==> config.mk <==
export PLATFORM = sky130hd
export DESIGN_NAME = slot_serr_status
export DESIGN_NICKNAME = d
export VERILOG_FILES = /design/src/rtl/serr_pkg.sv /design/src/rtl/serr_ctrl.sv /design/src/rtl/serr_datapath.sv /design/src/rtl/slot_serr_status.sv
export SDC_FILE = /design/constraint.sdc
export NUM_CORES = 1
export LEC_CHECK = 0
export BUFFER_PORTS_ARGS = -buffer_cell sky130_fd_sc_hd__buf_2
export CORE_MARGIN = 5
export CORE_UTILIZATION = 40
export CTS_CLUSTER_DIAMETER = 40
export CTS_CLUSTER_SIZE = 25
export DETAILED_ROUTE_END_ITERATION = 6
export HOLD_SLACK_MARGIN = 0.03
export PLACE_DENSITY = 0.82
export SYNTH_ARGS = -nofsm -noshare
export SYNTH_HDL_FRONTEND = slang
export SYNTH_HIERARCHICAL = 1
export SYNTH_SLANG_ARGS = --single-unit
export TNS_END_PERCENT = 10
==> constraint.sdc <==
create_clock -name clk -period 2.3 [get_ports clk]
set_input_delay 0.345 -clock clk [delete_from_list [all_inputs] [get_ports clk]]
set_output_delay 0.345 -clock clk [all_outputs]
set_load 0.01 [all_outputs]
==> src/rtl/serr_pkg.sv <==
package serr_pkg;
  localparam int SLOT_COUNT = 6;
  localparam int REG_WIDTH  = 8;

  // Strobes from control to datapath, one bit per slot
  typedef struct packed {
    logic [SLOT_COUNT-1:0] pfSet;
    logic [SLOT_COUNT-1:0] pfClr;
    logic [SLOT_COUNT-1:0] swSet;
    logic [SLOT_COUNT-1:0] swClr;
    logic [SLOT_COUNT-1:0] intSet;
    logic [SLOT_COUNT-1:0] intClr;
  } serr_strobe_t;
endpackage

==> src/rtl/serr_ctrl.sv <==
module serr_ctrl
  import serr_pkg::*;
(
  input  logic [SLOT_COUNT-1:0] pwrFaultPulse,
  input  logic [SLOT_COUNT-1:0] swChangePulse,
  input  logic [SLOT_COUNT-1:0] slotConnected,
  input  logic                  pfFuncEn,
  input  logic                  pfSerrEn,
  input  logic [SLOT_COUNT-1:0] intRedirect,
  input  logic [SLOT_COUNT-1:0] intMask,
  input  logic [SLOT_COUNT-1:0] intAck,
  input  logic                  regSel,
  input  logic                  regWrEn,
  input  logic [REG_WIDTH-1:0]  regWrData,
  input  logic [SLOT_COUNT-1:0] swStatus,
  output serr_strobe_t          stb
);
  logic                  pfQual;
  logic [SLOT_COUNT-1:0] wrMask;

  assign pfQual = pfFuncEn & pfSerrEn;
  assign wrMask = regWrEn ? regWrData[SLOT_COUNT-1:0] : '0;

  always_comb begin
    stb.pfSet  = pwrFaultPulse & slotConnected & {SLOT_COUNT{pfQual}};
    stb.swSet  = swChangePulse & intRedirect & ~intMask;
    stb.pfClr  = regSel ? '0 : wrMask;
    stb.swClr  = regSel ? wrMask : '0;
    stb.intSet = swChangePulse;
    // only a real clear of a set switch bit drops the interrupt
    stb.intClr = intAck | (stb.swClr & swStatus);
  end
endmodule

==> src/rtl/serr_datapath.sv <==
module serr_datapath
  import serr_pkg::*;
(
  input  logic                  clk,
  input  logic                  rst_n,
  input  serr_strobe_t          stb,
  input  logic                  regSel,
  output logic [SLOT_COUNT-1:0] pfStatus,
  output logic [SLOT_COUNT-1:0] swStatus,
  output logic [SLOT_COUNT-1:0] intPending,
  output logic [REG_WIDTH-1:0]  rdData,
  output logic                  serrReq
);
  localparam int PadW = REG_WIDTH - SLOT_COUNT;

  // one flop per slot per register; set has priority over clear
  for (genvar i = 0; i < SLOT_COUNT; i++) begin : g_slot
    always_ff @(posedge clk or negedge rst_n) begin
      if (!rst_n) begin
        pfStatus[i]   <= 1'b0;
        swStatus[i]   <= 1'b0;
        intPending[i] <= 1'b0;
      end else begin
        pfStatus[i]   <= stb.pfSet[i]  | (pfStatus[i]   & ~stb.pfClr[i]);
        swStatus[i]   <= stb.swSet[i]  | (swStatus[i]   & ~stb.swClr[i]);
        intPending[i] <= stb.intSet[i] | (intPending[i] & ~stb.intClr[i]);
      end
    end
  end

  always_ff @(posedge clk or negedge rst_n) begin
    if (!rst_n) rdData <= '0;
    else        rdData <= {{PadW{1'b0}}, (regSel ? swStatus : pfStatus)};
  end

  assign serrReq = (|pfStatus) | (|swStatus);
endmodule

==> src/rtl/slot_serr_status.sv <==
module slot_serr_status
  import serr_pkg::*;
(
  input  logic                  clk,
  input  logic                  rst_n,
  input  logic [SLOT_COUNT-1:0] pwrFaultPulse,
  input  logic [SLOT_COUNT-1:0] swChangePulse,
  input  logic [SLOT_COUNT-1:0] slotConnected,
  input  logic                  pfFuncEn,
  input  logic                  pfSerrEn,
  input  logic [SLOT_COUNT-1:0] intRedirect,
  input  logic [SLOT_COUNT-1:0] intMask,
  input  logic [SLOT_COUNT-1:0] intAck,
  input  logic                  regSel,
  input  logic                  regWrEn,
  input  logic [REG_WIDTH-1:0]  regWrData,
  output logic [REG_WIDTH-1:0]  rdData,
  output logic                  serrReq,
  output logic [SLOT_COUNT-1:0] intPending
);
  serr_strobe_t          stb;
  logic [SLOT_COUNT-1:0] pfStatus;
  logic [SLOT_COUNT-1:0] swStatus;

  serr_ctrl u_ctrl (
    .pwrFaultPulse(pwrFaultPulse), .swChangePulse(swChangePulse),
    .slotConnected(slotConnected), .pfFuncEn(pfFuncEn), .pfSerrEn(pfSerrEn),
    .intRedirect(intRedirect), .intMask(intMask), .intAck(intAck),
    .regSel(regSel), .regWrEn(regWrEn), .regWrData(regWrData),
    .swStatus(swStatus), .stb(stb)
  );

  serr_datapath u_dp (
    .clk(clk), .rst_n(rst_n), .stb(stb), .regSel(regSel),
    .pfStatus(pfStatus), .swStatus(swStatus), .intPending(intPending),
    .rdData(rdData), .serrReq(serrReq)
  );
endmodule

==> results_dict.tcl, run 1 <==
set metrics [dict create \
    status "finished, final reports clean" \
    boundaryPins 65 \
    drtPass1Iterations 4 \
    die_area_mm2 0.004424 \
    cts_tree "yes" \
    numCtsBuffers 3 \
    crit_end "serrReq" \
    final-seq-area_um2 600.6 \
    vdd_drop_max_v 0.0001718 \
    critPathMaxStageDelay_ns 0.44 \
    fin_crit_ns 1.701 \
    hpwlAfterDp_um 2130 \
    die_w_um 66.51 \
    path_max_fanout 4 \
    via_count 994 \
    port_buffers 60 \
    ys_warn_count 6 \
    n_fill_cell 301 \
    layout_commonest_cell "buf_2" \
    grt-ovfl-total 0 \
    synth-xor-area-share_pct 0 \
    power_density_mw_per_mm2 572.5 \
    reg2regPathDepth 3 \
    h-tree-depth 1 \
    finalSetupViolCount 0 \
    via_per_inst 4.733 \
    multi_input_area_um2 519.2 \
    dieHeight_um 66.51 \
    max_freq_mhz 588.0 \
    syn2layout_area_growth_pct 23.31 \
    initial_utilization_pct 41.84 \
    hold_path_class "input pin to flip-flop" \
    clk_latency_ns 0.31 \
    grt_max_degree 25 \
    detail_route.iter0.violations 78 \
    rows 20 \
    grt_pass1_vias 966 \
    syn_inst 112 \
    period_share_pct 73.95 \
    ctsResizeCount 0 \
    cp_slowest_cell "dfrtp_1" \
    wl_um 2672 \
    synth-seq-area-share_pct 47.01 \
    worstPathArrival_ns 1.36 \
    antenna_found_initial 0 \
    maxCapViolCount 0 \
    drcViolationCount 0 \
    crit_chain "nor4_1 -> nand3_1 -> buf_2" \
    synth-simple-area-share_pct 17.73 \
    synth_compound_area_share_pct 15.28 \
    synth-seq-cells 24 \
    synth_top_area_cell "dfrtp_1" \
    relSlewSlack_pct 64.99 \
    grt_pass1_wl_um 4250 \
    synthTopCellsByArea "dfrtp_1 (47%), a21o_1 (11%), mux2_4 (7.1%), inv_1 (5.3%), a41o_1 (4.7%)" \
    crit_path_start_kind "flip-flop" \
    netlist_area_mm2 0.001277 \
    required_ns 1.96 \
    r2r-start "u_dp/swStatus[1]" \
    diodes 0 \
    fin_area_mm2 0.001575 \
    coreArea_mm2 0.003053 \
    wl_per_cell_um 12.72 \
    fin_nets 218 \
    cts.clk_slew.worst_paths_ns 0.13 \
    syn-mean-instance-area_um2 11.41 \
    place_congestion 0.8051 \
    ant_nets 0 \
    cts_buffer_depth 2 \
    startpoint "u_dp/swStatus[3]" \
    synth_cell_types 14 \
    crit_type "flip-flop to output port" \
    worstMarginPinSlew_ns 0.5252 \
    synth_top_area_share_pct 47.01 \
    finalHoldViolCount 0 \
    worstHoldStart "swChangePulse[4]" \
    end_kind "output port" \
    skew_ns 0.003667 \
    slew_viol_final 0 \
    drive_gt1_share_pct 45.18 \
    final_cell_mix "buf_2 (60), dfrtp_1 (24), inv_1 (18), a21o_1 (18)" \
    groute.usage.overall_pct 12.40 \
    synthMuxAreaShare_pct 7.052 \
    setup_tns_ns 0 \
    grt_setup_unrepaired "no" \
    r2r_setup_slack_ns 1.39 \
    r2r-end "u_dp/intPending[1]" \
    cts.root.buffer_cell "clkbuf_4" \
    cts_sinks 24 \
    placed_area_mm2 0.001543 \
    p_leak_uw 0.0009435 \
    synth_top_family_by_area "simple AND/OR/NAND/NOR gates" \
    synth_fa_ha_area_share_pct 0 \
]
-- metrics by stage --
step | cells | power (uW) | hold WS (ns) | util, % | setup WS (ns)
final | 210 | 901.9 | 0.2150 | 51.60 | 0.5993
after global routing | 210 | 958.0 | 0.2003 | 51.60 | 0.5148
after CTS | 210 | 911.1 | 0.2111 | 51.60 | 0.5947
after detailed placement | 206 | 732.8 | 0.3563 | 50.53 | 0.9560
after global placement | 206 | 726.1 | 0.3510 | 50.53 | 0.9711
after floorplan | 113 | 646.3 | 0.04941 | - | 1.162
-- timing repair --
action / 4_1_cts / 5_1_grt
setup buffers: 0 / 0
endpoints found under the hold margin: 24 / 0
setup endpoints to repair: 0 / 0
hold buffers: 1 / 0
-- layer usage --
layer  track usage, %  wire, um  up-vias
met3            1.855       156        4
li1                 -         -      496
met4            4.569        33        0
met2            21.44      1331       30
met5                0         0        -
met1            15.51      1151      464
-- how the worst min path moves through the flow --
| stage | to | slack, ns | cells past startpoint |
|---|---|---|---|
| 2_1_floorplan | u_dp/intPending[0] | 0.05 | 0 |
| 3_3_place_gp | u_dp/rdData[5] | 0.35 | 1 |
| 3_5_place_dp | u_dp/rdData[1] | 0.36 | 1 |
| 4_1_cts | u_dp/intPending[4] | 0.21 | 2 |
| 5_1_grt | u_dp/intPending[4] | 0.20 | 2 |
| 6_report | u_dp/intPending[4] | 0.22 | 2 |
-- state kept, by name, summed over array words and instances, names as in the netlist --
signal / count
u_dp/rdData: 6
u_dp/intPending: 6
u_dp/swStatus: 6
u_dp/pfStatus: 6
-- layout make-up --
class | instances | share of cell area, %
Inverter | 18 | 4.289
Clock buffer | 3 | 1.430
Multi-Input combinational cell | 60 | 32.96
Timing Repair Buffer | 61 | 19.70
Sequential cell | 24 | 38.13
Tap cell | 44 | 3.495
-- where the power goes --
group          switching [uW]  total, uW  leakage [uW]  internal, uW
sequential               40.5        521      0.000282           481
combinational            82.6        201      0.000648           118
clock                     119        180     0.0000138          61.2
-- Yosys cell counts (all sizes together) --
| master | number |
|---|---|
| a21o | 18 |
| nand3 | 1 |
| inv | 18 |
| and4 | 6 |
| nor4 | 3 |
| conb | 1 |
| and3 | 6 |
| dfrtp | 24 |
| buf | 11 |
| mux2 | 6 |
| and3b | 12 |
| a41o | 6 |
-- worst max-delay path, delay by kind of cell (launching register included) --
kind / cells / cell delay [ns]
flops: 1 / 0.44
simple gates: 2 / 0.46
buf+inv: 1 / 0.15
-- logic make-up (layout without fill, tap and decap cells) --
logic type,after synthesis,in the layout
buffers and inverters,29,82
AND/OR/NAND/NOR,28,28
AO/OA/AOI/OAI,24,24
flip-flops,24,24
multiplexers,6,6
other,1,2
Note: power is estimated with default switching activity, not from simulation.
==> run 2: changes to the inputs <==
--- a/config.mk
+++ b/config.mk
@@ -12,7 +12,7 @@
 export CTS_CLUSTER_SIZE = 25
 export DETAILED_ROUTE_END_ITERATION = 6
 export HOLD_SLACK_MARGIN = 0.03
-export PLACE_DENSITY = 0.82
+export PLACE_DENSITY = 0.85
 export SYNTH_ARGS = -nofsm -noshare
 export SYNTH_HDL_FRONTEND = slang
 export SYNTH_HIERARCHICAL = 1
==> constraint.sdc (replaced) <==
create_clock -name clk -period 1.38 [get_ports clk]
set_input_delay 0.207 -clock clk [delete_from_list [all_inputs] [get_ports clk]]
set_output_delay 0.207 -clock clk [all_outputs]
set_load 0.01 [all_outputs]
==> results_dict.tcl, run 2 (same netlist as run 1, synthesis figures left out) <==
set metrics [dict create \
    slew_viol_final 0 \
    finalHoldViolCount 0 \
    grtUsageMet1_pct 15.82 \
    groute.usage.overall_pct 14.07 \
    diodes 0 \
    period_share_pct 108.7 \
    finalPower_uw 1569 \
    fin_crit_ns 1.501 \
    r2r-end "u_dp/intPending[3]" \
    grt_setup_unrepaired "yes" \
    wl_per_cell_um 13.52 \
    required_ns 1.17 \
    boundaryPins 65 \
    hpwlAfterDp_um 2232 \
    port_buffers 60 \
    numCtsBuffers 3 \
    relSlewSlack_pct 64.75 \
    crit_path_start_kind "flip-flop" \
    die_area_mm2 0.004424 \
    drive_gt1_share_pct 48.84 \
    finalSetupViolCount 1 \
    gr-usage-met3_pct 3.710 \
    cts.root.buffer_cell "clkbuf_4" \
    die_w_um 66.51 \
    worstPathArrival_ns 1.29 \
    use_met2_pct 24.04 \
    clk_latency_ns 0.31 \
    grt_pass1_vias 1046 \
    finalNonFillerCells 216 \
    grt-ovfl-total 0 \
    p_leak_uw 0.0009745 \
    reg2regPathDepth 5 \
    r2r-start "u_dp/swStatus[3]" \
    crit_end "serrReq" \
    worstMarginPinSlew_ns 0.5287 \
    grt_pass1_wl_um 4726 \
    p_int_uw 1137 \
    h-tree-depth 1 \
    wl_um 2920 \
    drtPass1Iterations 4 \
    status "complete, but fails checks" \
    ant_nets 0 \
    cts.clk_slew.worst_paths_ns 0.13 \
    dpl.cell_count 206 \
    skew_ns 0.005250 \
    violations "negative setup slack" \
    drcViolationCount 0 \
    path_max_fanout 2 \
    coreArea_mm2 0.003053 \
    power_density_mw_per_mm2 957.3 \
    busiest_layer "met2" \
    grt_max_degree 25 \
    via_per_inst 4.787 \
    setup_tns_ns -0.1205 \
    startpoint "u_dp/swStatus[3]" \
    final_cell_mix "buf_2 (60), dfrtp_1 (24), inv_1 (18), a21o_1 (18)" \
    end_kind "output port" \
    seq_power_share_pct 55.6 \
    r2r_setup_slack_ns 0.26 \
    via_count 1034 \
    place_congestion 0.7584 \
    power_switching_uw 431.8 \
    p_comb_share_pct 25.0 \
    cts_tree "yes" \
    rows 20 \
    crit_chain "nor4_2 -> nand3_1 -> buf_2" \
    maxCapViolCount 0 \
    pwr-share-clk_pct 19.4 \
    layout_commonest_cell "buf_2" \
    syn2layout_area_growth_pct 28.31 \
    crit_type "flip-flop to output port" \
    setup_slack_ns -0.1205 \
    antenna_found_initial 0 \
    vdd_drop_max_v 0.0003438 \
    detail_route.iter0.violations 16 \
    max_freq_mhz 666.4 \
    critPathMaxStageDelay_ns 0.43 \
    hold_path_class "input pin to flip-flop" \
    switching_share_pct 27.52 \
    dieHeight_um 66.51 \
    fin_nets 224 \
    cp_slowest_cell "dfrtp_1" \
    cts_buffer_depth 2 \
    final_util_pct 53.69 \
    cts_sinks 24 \
    initial_utilization_pct 41.84 \
]
run 2: per-stage QoR:
step	area (um2)	setup WS [ns]	hold slack [ns]
after floorplan	1281	0.3795	-0.08859
after global placement	1543	0.2437	0.2134
after detailed placement	1543	0.1740	0.2117
after CTS	1625	-0.1134	0.07011
after global routing	1639	-0.2123	0.06795
final	1639	-0.1205	0.07404
run 2: area by class of cell:
class | instances | area, um2
fillers | 292 | 1414
flip-flops and latches | 24 | 600.6
multi-input cells | 60 | 538.0
repair buffers | 67 | 355.3
inverters | 18 | 67.56
well taps | 44 | 55.05
clock buffers | 3 | 22.52
run 2: worst min path at each step:
| stage | from | endpoint | slack, ns | cells after the start |
|---|---|---|---|---|
| detailed placement | rst_n | u_dp/rdData[5] | 0.21 | 1 |
| finish | swChangePulse[1] | u_dp/intPending[1] | 0.07 | 2 |
| global route | swChangePulse[0] | u_dp/intPending[0] | 0.07 | 2 |
| floorplan | rst_n | u_dp/intPending[0] | -0.09 | 0 |
| CTS | swChangePulse[1] | u_dp/intPending[1] | 0.07 | 2 |
| global placement | rst_n | u_dp/rdData[5] | 0.21 | 1 |
run 2: routing by layer:
metal | routed length (um) | vias to the layer above | part of all wire (%)
met2 | 1458 | 38 | 50
met1 | 1159 | 480 | 40
met3 | 233 | 8 | 8.0
met4 | 70 | 0 | 2.4
met5 | 0 | - | 0
li1 | - | 508 | -
run 2: worst max-delay path: cells and delay by family (launching register included):
family | cells | cell delay, ns
flops | 1 | 0.43
simple gates | 2 | 0.40
buf+inv | 1 | 0.16
run 2: repair_timing:
action | 4_1_cts | 5_1_grt
buffers inserted | 5 | 1
hold buffers | 1 | 0
gates resized for setup | 2 | 1
endpoints found under the hold margin | 24 | 0
endpoints found under the setup margin | 1 | 1
pin swaps | 3 | 1
run 2: power by group through the flow:
stage / Clock, uW / Combinational, uW / Sequential [uW]
finish: 304 / 392 / 873
global route: 338 / 434 / 883
CTS: 312 / 388 / 867
detailed placement: 0 / 337 / 885
global placement: 0 / 327 / 880
floorplan: 0 / 185 / 892
==> run 3: changes to the inputs <==
--- a/config.mk
+++ b/config.mk
@@ -6,11 +6,13 @@
 export NUM_CORES = 1
 export LEC_CHECK = 0
 export BUFFER_PORTS_ARGS = -buffer_cell sky130_fd_sc_hd__buf_2
+export CORE_ASPECT_RATIO = 1.1
 export CORE_MARGIN = 5
 export CORE_UTILIZATION = 40
 export CTS_CLUSTER_DIAMETER = 40
 export CTS_CLUSTER_SIZE = 25
 export DETAILED_ROUTE_END_ITERATION = 6
+export GPL_TIMING_DRIVEN = 0
 export HOLD_SLACK_MARGIN = 0.03
 export PLACE_DENSITY = 0.85
 export SYNTH_ARGS = -nofsm -noshare
==> constraint.sdc (replaced) <==
create_clock -name clk -period 1.3 [get_ports clk]
set_input_delay 0.195 -clock clk [delete_from_list [all_inputs] [get_ports clk]]
set_output_delay 0.195 -clock clk [all_outputs]
set_load 0.01 [all_outputs]
==> results_dict.tcl, run 3 (same netlist as run 1, synthesis figures left out) <==
set metrics [dict create \
    wl_per_cell_um 14.85 \
    worstPathArrival_ns 1.30 \
    detail_route.iter0.violations 54 \
    dieHeight_um 69.27 \
    worstMarginPinSlew_ns 0.5368 \
    boundaryPins 65 \
    fin_crit_ns 1.499 \
    drive_gt1_share_pct 51.37 \
    crit_cells 3 \
    setup_slack_ns -0.1991 \
    hold_depth 3 \
    coreArea_mm2 0.003074 \
    r2r-start "u_dp/swStatus[2]" \
    via_per_inst 5.263 \
    cts.root.buffer_cell "clkbuf_4" \
    fin_nets 235 \
    port_buffers 60 \
    cts_buffer_depth 2 \
    place_congestion 0.7512 \
    finalPower_uw 1705 \
    layout_commonest_cell "buf_2" \
    grt_setup_unrepaired "yes" \
    maxCapViolCount 0 \
    placed_area_mm2 0.001624 \
    violations "negative setup slack" \
    syn2layout_area_growth_pct 34.18 \
    antenna_found_initial 0 \
    ant_nets 0 \
    end_kind "output port" \
    wl_um 3223 \
    relSlewSlack_pct 64.21 \
    required_ns 1.11 \
    h-tree-depth 1 \
    die_w_um 63.88 \
    reg2regPathDepth 5 \
    cp_num_buf_inv 1 \
    rows 21 \
    grt-ovfl-total 0 \
    via_count 1142 \
    crit_path_start_kind "flip-flop" \
    clk_latency_ns 0.32 \
    crit_chain "nor4_2 -> nand3_1 -> buf_2" \
    fin_area_mm2 0.001714 \
    hpwlAfterDp_um 2539 \
    finalSetupViolCount 1 \
    skew_ns 0.003145 \
    finalHoldViolCount 0 \
    cp_slowest_cell "dfrtp_1" \
    grt_pass1_wl_um 5237 \
    diodes 0 \
    p_leak_uw 0.001032 \
    startpoint "u_dp/swStatus[3]" \
    grt_max_degree 25 \
    status "complete, but fails checks" \
    die_area_mm2 0.004425 \
    initial_utilization_pct 41.55 \
    slew_viol_final 0 \
    path_max_fanout 2 \
    hold_path_class "input pin to flip-flop" \
    max_freq_mhz 667.1 \
    drtPass1Iterations 4 \
    crit_type "flip-flop to output port" \
    final_cell_mix "buf_2 (60), dfrtp_1 (24), inv_1 (18), a21o_1 (18), buf_4 (14)" \
    period_share_pct 115.3 \
    vdd_drop_max_v 0.0006211 \
    groute.usage.overall_pct 14.58 \
    critPathTopFamily "flip-flops" \
    grt_pass1_vias 1179 \
    numCtsBuffers 3 \
    worstHoldStart "swChangePulse[0]" \
    drcViolationCount 0 \
    cts_tree "yes" \
    power_density_mw_per_mm2 994.8 \
    cts.clk_slew.worst_paths_ns 0.12 \
    cts_sinks 24 \
    critPathMaxStageDelay_ns 0.42 \
]
run 3: changes by cell type in the layout (fill, tap and decap cells not counted):
cell / previous run / this run
buf_4: 6 / 14
nor4_1: 0 / 1
nor4_2: 3 / 2
buf_6: 0 / 3
run 3: metrics by stage:
step / hold slack, ns / worst slack, ns / std cells / util, % / setup TNS [ns]
floorplan: -0.1006 / 0.3115 / 113 / - / 0
global placement: 0.2074 / 0.1104 / 207 / 52.83 / 0
detailed placement: 0.2046 / 0.1022 / 207 / 52.83 / 0
CTS: 0.1359 / -0.1871 / 216 / 55.51 / -0.1871
global route: 0.1417 / -0.2658 / 217 / 55.76 / -0.2658
finish: 0.1420 / -0.1991 / 217 / 55.76 / -0.1991
run 3: worst paths after layout:
path                                       to  slack [ns]
hold / removal             u_dp/intPending[0]        0.14
setup / recovery                      serrReq       -0.20
hold reg to reg            u_dp/intPending[5]        0.49
min in group asynchronous  u_dp/intPending[2]        0.37
setup reg to reg           u_dp/intPending[2]        0.15
max in group asynchronous    u_dp/swStatus[5]        0.57
run 3: routing by layer:
metal  wire length (um)  up-vias  track usage, %
met1               1211      529           17.57
met2               1583       75           24.02
met3                372        8           3.890
met5                  0        -               0
met4                 55        0           6.236
li1                   -      530               -
run 3: final cells by class:
| class | instances | area [um2] |
|---|---|---|
| Buffer | 11 | 93.84 |
| Clock buffer | 3 | 22.52 |
| Fill cell | 268 | 1360 |
| Inverter | 18 | 67.56 |
| Multi-Input combinational cell | 60 | 531.8 |
| Sequential cell | 24 | 600.6 |
| Tap cell | 34 | 42.54 |
| Timing Repair Buffer | 67 | 355.3 |
run 3: worst min-delay path, stage by stage:
cell    delay (ns)
buf_2         0.08
buf_4         0.09
a21o_1        0.07
run 3: power by group:
part           internal (uW)  switching [uW]  total [uW]
registers                850            70.7         921
logic                    272             186         458
clock network            109             218         326
run 3: repair_timing:
action / in CTS / in global routing
gates resized for setup: 2 / 0
pin swaps: 1 / 2
endpoints found under the hold margin: 24 / 0
hold buffers: 1 / 0
cloned: 0 / 0
buffers inserted: 5 / 1
endpoints found under the setup margin: 1 / 1
